==> config.mk <==
export PLATFORM = sky130hd
export DESIGN_NAME = line_fill_ctl
export DESIGN_NICKNAME = d
export VERILOG_FILES = /design/src/rtl/lff_pkg.sv /design/src/rtl/lff_order.sv /design/src/rtl/lff_snoop.sv /design/src/rtl/line_fill_ctl.sv
export SDC_FILE = /design/constraint.sdc
export NUM_CORES = 1
export LEC_CHECK = 0
export BUFFER_PORTS_ARGS = -buffer_cell sky130_fd_sc_hd__buf_2
export CAP_MARGIN = 20
export CORE_ASPECT_RATIO = 1.5
export CORE_UTILIZATION = 55
export CTS_CLUSTER_SIZE = 25
export DETAILED_ROUTE_END_ITERATION = 16
export HOLD_SLACK_MARGIN = 0.03
export PLACE_DENSITY = 0.94
export SKIP_LAST_GASP = 1
export SLEW_MARGIN = 20
export SYNTH_ARGS = -nofsm -noshare
export SYNTH_HDL_FRONTEND = slang
export SYNTH_SLANG_ARGS = --single-unit
==> constraint.sdc <==
create_clock -name clk -period 8.6 [get_ports clk]
set_input_delay 1.72 -clock clk [delete_from_list [all_inputs] [get_ports clk]]
set_output_delay 1.72 -clock clk [all_outputs]
set_load 0.01 [all_outputs]
==> src/rtl/lff_pkg.sv <==
// Shared types for the line-fill controller.
// Assumes a line of 2**IDXW doublewords, walked in XOR (interleaved) order.
package lff_pkg;
    typedef enum logic [1:0] {
        ST_IDLE = 2'd0,
        ST_ADDR = 2'd1,
        ST_DATA = 2'd2,
        ST_HOLD = 2'd3
    } bus_st_t;
endpackage

==> src/rtl/lff_order.sv <==
// Picks the next doubleword to request from the start index and the received
// flags, walking the line in interleaved order (start XOR k). Also reports
// when exactly one doubleword remains. Purely combinational.
module lff_order #(
    parameter int IDXW = 2
) (
    input  logic [IDXW-1:0]      first,
    input  logic [(1<<IDXW)-1:0] got,
    output logic [IDXW-1:0]      nxt,
    output logic                 last_one
);
    localparam int NDW = 1 << IDXW;

    // Scan in burst order for the first doubleword not yet received.
    always_comb begin
        logic found;
        found = 1'b0;
        nxt   = first;
        for (int k = 0; k < NDW; k++) begin
            if (!found && !got[first ^ IDXW'(k)]) begin
                nxt   = first ^ IDXW'(k);
                found = 1'b1;
            end
        end
    end

    // One flag left clear means the next transfer is the final one.
    assign last_one = ($countones(got) == NDW - 1);
endmodule

==> src/rtl/lff_snoop.sv <==
// Snoop handling while the bus is held off. A snoop to another, modified line
// raises hit_mod and captures the write-back line. A snoop to the line being
// filled only decides whether that line may be kept. Assumes snoops are
// offered only during backoff and that one write-back is outstanding at most.
module lff_snoop #(
    parameter int LW = 28
) (
    input  logic          clk,
    input  logic          rst_n,
    input  logic          in_hold,
    input  logic          backoff,
    input  logic          snoop_strobe,
    input  logic [LW-1:0] snoop_line,
    input  logic          snoop_inv,
    input  logic          snoop_modified,
    input  logic [LW-1:0] fill_line,
    input  logic          fill_start,
    input  logic          wb_last_ack,
    output logic          hit_mod,
    output logic [LW-1:0] wb_line,
    output logic          line_keep
);
    logic take;
    logic same;

    assign same = (snoop_line == fill_line);
    assign take = in_hold && backoff && snoop_strobe && !hit_mod;

    // Hit-modified flag: set by a foreign modified hit, cleared by final write-back ready.
    always_ff @(posedge clk) begin
        if (!rst_n) begin
            hit_mod <= 1'b0;
            wb_line <= '0;
        end else if (wb_last_ack) begin
            hit_mod <= 1'b0;
        end else if (take && !same && snoop_modified) begin
            hit_mod <= 1'b1;
            wb_line <= snoop_line;
        end
    end

    // Keep flag: armed per fill, cleared by an invalidating snoop to that line.
    always_ff @(posedge clk) begin
        if (!rst_n) begin
            line_keep <= 1'b0;
        end else if (fill_start) begin
            line_keep <= 1'b1;
        end else if (take && same && snoop_inv) begin
            line_keep <= 1'b0;
        end
    end

    // hit_mod only rises after a snoop strobe
    a_r9_hitm_follows_snoop: assert property (@(posedge clk) disable iff (!rst_n)
        $rose(hit_mod) |-> $past(snoop_strobe));

    // a snoop to the line being filled never raises hit_mod
    a_r8_same_line_no_hitm: assert property (@(posedge clk) disable iff (!rst_n)
        (take && same) |=> !hit_mod);
endmodule

==> src/rtl/line_fill_ctl.sv <==
// Line-fill bus controller. Fills one line as 2**IDXW doubleword transfers,
// burst or non-burst, survives backoff by tracking received doublewords,
// and slots in a snoop write-back before resuming. Assumes readies arrive
// only in the data phase and that the data path is handled elsewhere.
module line_fill_ctl
    import lff_pkg::*;
#(
    parameter int LW   = 28,
    parameter int IDXW = 2
) (
    input  logic            clk,
    input  logic            rst_n,
    input  logic            fill_req,
    input  logic [LW-1:0]   fill_line,
    input  logic [IDXW-1:0] fill_first,
    input  logic            backoff,
    input  logic            brdy,
    input  logic            nrdy,
    input  logic            snoop_strobe,
    input  logic [LW-1:0]   snoop_line,
    input  logic            snoop_inv,
    input  logic            snoop_modified,
    output logic            ads,
    output logic [LW-1:0]   bus_line,
    output logic [IDXW-1:0] bus_dw,
    output logic            bus_write,
    output logic            cacheable,
    output logic            last,
    output logic            hit_mod,
    output logic            fill_done,
    output logic            fill_kept
);
    localparam int NDW = 1 << IDXW;

    bus_st_t         state;
    logic [LW-1:0]   line_q;
    logic [IDXW-1:0] first_q;
    logic [NDW-1:0]  fill_got;
    logic [NDW-1:0]  wb_got;
    logic            cur_wb;
    logic            done_q;

    logic [IDXW-1:0] act_first;
    logic [NDW-1:0]  act_got;
    logic [IDXW-1:0] nxt_idx;
    logic            last_one;
    logic            ready;
    logic            accept;
    logic            fill_start;
    logic            wb_last_ack;
    logic [LW-1:0]   wb_line;
    logic            line_keep;
    logic            on_bus;

    // Select the cycle in progress: write-back always starts at index 0.
    always_comb begin
        act_first = cur_wb ? '0 : first_q;
        act_got   = cur_wb ? wb_got : fill_got;
    end

    lff_order #(.IDXW(IDXW)) u_order (
        .first    (act_first),
        .got      (act_got),
        .nxt      (nxt_idx),
        .last_one (last_one)
    );

    assign ready       = brdy || nrdy;
    assign accept      = (state == ST_DATA) && !backoff && ready;
    assign fill_start  = (state == ST_IDLE) && fill_req && !backoff;
    assign wb_last_ack = accept && cur_wb && last_one;
    assign on_bus      = (state == ST_ADDR) || (state == ST_DATA);

    lff_snoop #(.LW(LW)) u_snoop (
        .clk            (clk),
        .rst_n          (rst_n),
        .in_hold        (state == ST_HOLD),
        .backoff        (backoff),
        .snoop_strobe   (snoop_strobe),
        .snoop_line     (snoop_line),
        .snoop_inv      (snoop_inv),
        .snoop_modified (snoop_modified),
        .fill_line      (line_q),
        .fill_start     (fill_start),
        .wb_last_ack    (wb_last_ack),
        .hit_mod        (hit_mod),
        .wb_line        (wb_line),
        .line_keep      (line_keep)
    );

    // Bus sequencer: address phase, data phase, held-off wait.
    always_ff @(posedge clk) begin
        if (!rst_n) begin
            state    <= ST_IDLE;
            line_q   <= '0;
            first_q  <= '0;
            fill_got <= '0;
            wb_got   <= '0;
            cur_wb   <= 1'b0;
            done_q   <= 1'b0;
        end else begin
            done_q <= 1'b0;
            unique case (state)
                ST_IDLE: begin
                    if (fill_start) begin
                        line_q   <= fill_line;
                        first_q  <= fill_first;
                        fill_got <= '0;
                        cur_wb   <= 1'b0;
                        state    <= ST_ADDR;
                    end
                end
                ST_ADDR: begin
                    state <= backoff ? ST_HOLD : ST_DATA;
                end
                ST_DATA: begin
                    if (backoff) begin
                        state <= ST_HOLD;
                    end else if (ready) begin
                        if (cur_wb) wb_got[nxt_idx] <= 1'b1;
                        else        fill_got[nxt_idx] <= 1'b1;
                        if (last_one) begin
                            if (cur_wb) begin
                                wb_got <= '0;
                                cur_wb <= 1'b0;
                                state  <= ST_ADDR;
                            end else begin
                                done_q <= 1'b1;
                                state  <= ST_IDLE;
                            end
                        end else if (nrdy) begin
                            state <= ST_ADDR;
                        end
                    end
                end
                ST_HOLD: begin
                    if (!backoff) begin
                        cur_wb <= hit_mod;
                        state  <= ST_ADDR;
                    end
                end
                default: state <= ST_IDLE;
            endcase
        end
    end

    // Bus outputs decoded from the sequencer state.
    always_comb begin
        ads       = (state == ST_ADDR);
        bus_line  = cur_wb ? wb_line : line_q;
        bus_dw    = nxt_idx;
        bus_write = cur_wb && on_bus;
        cacheable = ads && !cur_wb && (fill_got == '0);
        last      = on_bus && last_one;
        fill_done = done_q;
        fill_kept = done_q && line_keep;
    end

    // backoff silences the address strobe in the following cycle
    a_r11_boff_quiets_bus: assert property (@(posedge clk) disable iff (!rst_n)
        backoff |=> !ads);

    // a ready that collides with backoff records nothing
    a_r5_boff_beats_ready: assert property (@(posedge clk) disable iff (!rst_n)
        (state == ST_DATA && backoff) |=> ($stable(fill_got) && $stable(wb_got)));

    // hit_mod is low whenever a fill address strobe goes out
    a_r10_hitm_low_at_fill: assert property (@(posedge clk) disable iff (!rst_n)
        (ads && !bus_write) |-> !hit_mod);

    // a write-back is never marked cacheable
    a_r7_wb_not_cacheable: assert property (@(posedge clk) disable iff (!rst_n)
        bus_write |-> !cacheable);

    // completion is a single-cycle pulse
    a_r12_done_pulse: assert property (@(posedge clk) disable iff (!rst_n)
        fill_done |=> !fill_done);
endmodule

Word-level counts from Yosys, hierarchy flattened --
Index checks and enable logic that the tools add are counted.
Operators by class: add/sub/neg operators 3, $lt $le $gt $ge 6, equal/unequal tests 13, muxes and demuxes 45, bitwise logic cells 11, reductions and logical operators 46
Operators by type and width (count):
- $add 32x32->32 | 1
- $eq 32x3->1 const B | 1
- $mux 4 | 8
- $eq 28x28->1 | 1
- $mux 28 | 1
- $logic_and 1x1->1 | 22
- $mux 1 | 19
- $mux 2 | 9
- $lt 2x3->1 const B | 5
- $ne 2x2->1 const B | 6
- $logic_not 1->1 | 9
- $bmux 1 s2 | 4
- $not 1->1 | 8
- $or 4x4->4 | 2
- $pmux 2 s4 | 1
- $pmux 4 s2 | 1
- $reduce_and 6->1 | 1
- $reduce_and 5->1 | 1
- $reduce_or 5->1 | 1
- $add 1x1->2 | 2
- $eq 2x2->1 const B | 2
- $logic_not 4->1 | 1
- $ne 4x4->1 const B | 1
- $reduce_and 2->1 | 2
- other kinds (13) | 15
Word-level totals: register bits after elaboration 72, input port bits 67, output and inout bits 37, logic and storage cells 134

Longest topological paths before layout --
depth in word-level cells 22, mapped depth 12, mapped depth without buffers 10

Modules after synthesis --
A second synthesis with hierarchy kept.
Unflattened totals: cell total of the unflattened synthesis 436, area total of the unflattened synthesis 3827.4 um^2
By module, submodules not included:
- line_fill_ctl | instances 1, cells an instance 249, area each 2183.3 um^2, sequential area each 840.8 um^2
- lff_snoop | instances 1, cells an instance 169, area each 1521.5 um^2, sequential area each 600.6 um^2
- lff_order | instances 1, cells an instance 18, area each 122.6 um^2, sequential area each 0.0 um^2

Worst setup path after synthesis --
No wires, ideal clock.
path kind register -> output, start point register cur_wb, end point output last, data arrival time 2682 ps, required time 6880 ps, setup slack 4198 ps, cell stages (with the launch flop) 10, buffers on the path 3, cell sequence dfxtp_1 buf_2 buf_2 buf_1 mux2_2 ha_1 ha_1 fa_1 nand3b_1 nor2_1
Between the ends: longest elaborated chain between the ends 5, elaborated cells on any way between the ends 6, those cells by class 3 x add/sub; 1 x eq/ne; 1 x mux; 1 x reduce/logical
Ends and longest elaborated chain:
- start: declaration | line line_fill_ctl.sv:40 | logic cur_wb;
- start signal: assignment | line line_fill_ctl.sv:138 | cur_wb <= hit_mod;
- $mux 4 (*) | line line_fill_ctl.sv:58 | act_got = cur_wb ? wb_got : fill_got;
- $add 1x1->2 (implied by the code) | line lff_order.sv:28 | assign last_one = ($countones(got) == NDW - 1);
- $add 32x32->32 (implied by the code) (*) | line lff_order.sv:28
- $eq 32x3->1 (*) | line lff_order.sv:28
- $logic_and 1x1->1 (*) | line line_fill_ctl.sv:154 | last = on_bus && last_one;
- end: declaration | line line_fill_ctl.sv:28 | output logic last,
Every way passes the cells marked *; elsewhere a longest branch is shown, timed or not.

Worst setup path in the final report --
Same ends and word-level chain as after synthesis.

==> summary by stage <==
Pwr
For this design the static power due to leakage is between 2 and 2.5 nW. Across the VDD grid, the largest voltage drop is between 100 and 150 uV. For this design the ratio of total power to cell area is roughly 150 nW/um^2.

Floorplan
The number of primary I/O pins is roughly 100. The die area is 7330 um^2. The die boundary width is between 70 and 80 um. The chip height is approximately 100 um. The core region is between 6000 and 7000 um^2.

The initialized floorplan defines 36 standard-cell rows. For this configuration, the core starts out at a cell density of 0.580.

Logic synthesis
The number of synthesized register bits is 72. The number of cells produced by synthesis is roughly 440. The dominant synthesized flop cell is sky130_fd_sc_hd__dfxtp_1. Counting distinct cell types in the post-synthesis netlist gives 48. The summed instance area of the synthesized netlist is between 3000 and 4000 um^2. After synthesis, the cell types taking the most area are sky130_fd_sc_hd__dfxtp_1 38%, sky130_fd_sc_hd__nand2_1 13%, sky130_fd_sc_hd__mux2_2 8.8%, sky130_fd_sc_hd__mux2i_1 7.8%, sky130_fd_sc_hd__xor2_1 6.4%. The count of flip-flops with a built-in enable after synthesis is 0. The total nets after synthesis is about 520. The share of the synthesized area in the top cell type is 0.375. The share of flip-flops with an asynchronous set or reset is 0. The Yosys step of the flow raised 0 warnings.

For this run, the register share of the synthesized area comes to 0.375. sky130_fd_sc_hd__dfxtp_1 takes more of the synthesized area than any other cell. Averaged over all synthesized cells, the footprint is between 8 and 9 um^2.

Clock network
The number of gates resized after CTS is 0. The longest clock path from root to sink contains 2 buffers. The H-tree depth is 3. The clock-pin transition on the worst setup and hold timing paths is about 0.07 ns.

The CTS tree is built. For this design, the sink count on the clock tree is about 70. The cts-stage hold buffer count is 0. The clock root buffer is sky130_fd_sc_hd__clkbuf_8. The total clock buffers created by CTS is 9. Clock latency on the worst-skew pair, taken at its later pin, is around 0.35 ns. Once the clock tree was built, the setup fixing pass inserted 0 buffers.

Worst hold path
The worst hold path belongs to the class reg2reg. Counting instances, the worst hold path has a depth of 2.

Global route
The maximum number of pins on one net before global-route repair is between 80 and 90. The initial antenna violation count is 0. The via count of the first global-routing pass is approximately 3600. The first-pass GRT wire length is 16400 um. In the global route stage, overall resource usage came out at 0.286. Global routing finished with a remaining overflow of 0.

Final layout
After the flow finishes, the layout carries non-filler instances totaling around 610. The ratio of cells with drive above 1 in the final layout is 0.292. The antenna diode instance count is 0.

Compared with the post-synthesis result, the final layout area differs by 17.9%. The filler cell count is approximately 500. The final layout contains between 600 and 700 nets.

Place
The HPWL after detailed placement is 7380 um. The placed cell count is 599. Buffers placed on the I/O ports in this run total roughly 100. At the end of routability-driven placement, the weighted congestion stood at 0.937.

Timing
In the final timing run, aggregate negative setup slack is 0 ns. The final hold violation count was 0. Based on the critical path, the design can be clocked at up to between 0.15 and 0.2 GHz. The portion of the clock cycle consumed by the worst path in the final layout is 0.583.

For the pin with the worst max-slew slack, the measured transition is 1.03 ns. Setup repair after global routing left no endpoint under its margin. Measured against its own limit, the worst slew margin works out to 0.316. For the final database, setup skew stands at between 0.005 and 0.006 ns. The worst path needs 5.02 ns of the cycle, external delays included.

The final count of pins violating max slew is 0. The final-report setup violation count is 0.

Worst setup path
The worst setup path is of the reg2out kind. STA puts the critical path data required time at 6.88 ns. The category of the worst setup path capture point is an output port. Of all nets on the critical path, the largest fanout is 47. The number of cells on the worst reg-to-reg path is 8. The arrival time of data at the critical path endpoint is 3.30 ns. The worst setup path is launched from a flip-flop.

Routing
Dividing the detail-routed wire length by the instance count gives about 17 um. The detail-routed via count per cell is ~5.8. The routed layout has between 3000 and 4000 vias. The total iterations of the first detailed-routing run is 4. In the routed design, unresolved DRC markers number 0. The number of design-rule violations left by the first detailed-router iteration is 257. Once detail routing completed, the nets flagged for antenna violations numbered 0. After detailed routing, the total wire length is around 10000 um.

Flow run
The max-cap violation count is 0.

Status
The run finished with clean final reports.
[routing by layer]
metal	vias to the layer above	track usage	share of wire
met5	-	0	0
met1	1653	0.295	0.36
met4	0	0.181	0.052
met2	132	0.512	0.54
li1	1693	-	-
met3	47	0.0601	0.054
[registers in the layout, indices dropped and copies added (netlist names), named ones only]
signal and count:
fill_got 4, line_q 28, fill_done 1, first_q 2, u_snoop.wb_line 28, u_snoop.hit_mod 1
u_snoop.line_keep 1, state 2, cur_wb 1
[power by group]
part / switching (mW) / internal [mW] / total, mW
clock: 0.117 / 0.126 / 0.242
sequential: 0.00903 / 0.343 / 0.352
combinational: 0.0598 / 0.0457 / 0.105
total: 0.186 / 0.514 / 0.700
[final cells by class]
cell class | count | area [um^2] | share of cell area
multi-input combinational | 336 | 2250 | 0.496
sequential | 72 | 1440 | 0.319
timing repair buffer | 106 | 538 | 0.119
clock buffer | 14 | 173 | 0.0381
tap | 76 | 95.1 | 0.0210
inverter | 9 | 33.8 | 0.00746
[critical path, stage by stage (launching register included)]
cell	delay, ns
sky130_fd_sc_hd__dfxtp_2	1.01
sky130_fd_sc_hd__mux2_2	0.42
sky130_fd_sc_hd__ha_1	0.29
sky130_fd_sc_hd__ha_1	0.23
sky130_fd_sc_hd__fa_1	0.52
sky130_fd_sc_hd__nand3b_1	0.19
sky130_fd_sc_hd__nor2_1	0.14
sky130_fd_sc_hd__buf_2	0.14
[through the flow]
step	hold WS, ns	utilization	power (mW)	instance area (um^2)	worst slack [ns]
3_5_place_dp	0.446	0.658	0.464	4360	3.99
4_1_cts	0.461	0.684	0.702	4530	3.60
5_1_grt	0.486	0.684	0.728	4530	3.42
3_3_place_gp	0.438	0.658	0.461	4360	4.08
6_report	0.461	0.684	0.700	4530	3.58
2_1_floorplan	0.431	-	0.421	3840	4.20
[cell usage in the layout (no fill, tap or decap), types with 8 or more instances in the layout]
| cell | instances |
|---|---|
| sky130_fd_sc_hd__nand2_1 | 128 |
| sky130_fd_sc_hd__a21oi_1 | 14 |
| sky130_fd_sc_hd__buf_2 | 103 |
| sky130_fd_sc_hd__a21boi_0 | 21 |
| sky130_fd_sc_hd__clkbuf_8 | 12 |
| sky130_fd_sc_hd__xor2_1 | 28 |
| sky130_fd_sc_hd__dfxtp_1 | 71 |
| sky130_fd_sc_hd__inv_1 | 8 |
| sky130_fd_sc_hd__mux2i_1 | 30 |
| sky130_fd_sc_hd__nor2_1 | 9 |
| sky130_fd_sc_hd__mux2_2 | 30 |
[synth_stat cells, types with 2 or more instances]
cell type	n
sky130_fd_sc_hd__a21boi_0	21
sky130_fd_sc_hd__a21o_1	2
sky130_fd_sc_hd__a21oi_1	14
sky130_fd_sc_hd__a22o_1	2
sky130_fd_sc_hd__a32o_1	3
sky130_fd_sc_hd__a32oi_1	2
sky130_fd_sc_hd__and2_1	3
sky130_fd_sc_hd__buf_1	3
sky130_fd_sc_hd__buf_2	5
sky130_fd_sc_hd__buf_6	2
sky130_fd_sc_hd__clkbuf_1	17
sky130_fd_sc_hd__dfxtp_1	72
sky130_fd_sc_hd__ha_1	7
sky130_fd_sc_hd__inv_1	8
sky130_fd_sc_hd__mux2_2	30
sky130_fd_sc_hd__mux2i_1	30
sky130_fd_sc_hd__nand2_1	128
sky130_fd_sc_hd__nand3_1	2
sky130_fd_sc_hd__nand3b_1	3
sky130_fd_sc_hd__nor2_1	10
sky130_fd_sc_hd__nor2b_1	5
sky130_fd_sc_hd__nor3_1	5
sky130_fd_sc_hd__nor4_1	7
sky130_fd_sc_hd__o211a_1	2
sky130_fd_sc_hd__o21a_1	3
sky130_fd_sc_hd__o21ai_0	6
sky130_fd_sc_hd__o31a_1	3
sky130_fd_sc_hd__o41ai_1	2
sky130_fd_sc_hd__xor2_1	28
[worst paths after layout]
path	startpoint	end	slack, ns
hold / removal	u_snoop.wb_line[23]$_SDFFE_PN0P_	u_snoop.wb_line[23]$_SDFFE_PN0P_	0.46
setup reg to reg	cur_wb$_SDFFE_PN0P_	flip-flop	5.03
hold reg to reg	u_snoop.wb_line[23]$_SDFFE_PN0P_	u_snoop.wb_line[23]$_SDFFE_PN0P_	0.46
setup / recovery	cur_wb$_SDFFE_PN0P_	last	3.58
[cells by family after synthesis]
group                    Yosys count  synth area share
adder cells (fa/ha/maj)            9            0.0306
flip-flops                        72             0.375
XOR/XNOR                          28            0.0638
AND/OR/NAND/NOR                  171             0.192
AO/OA/AOI/OAI                     68             0.131
buffers and inverters             36            0.0407
multiplexers                      60             0.166
Power figures use the tool's default switching activity.
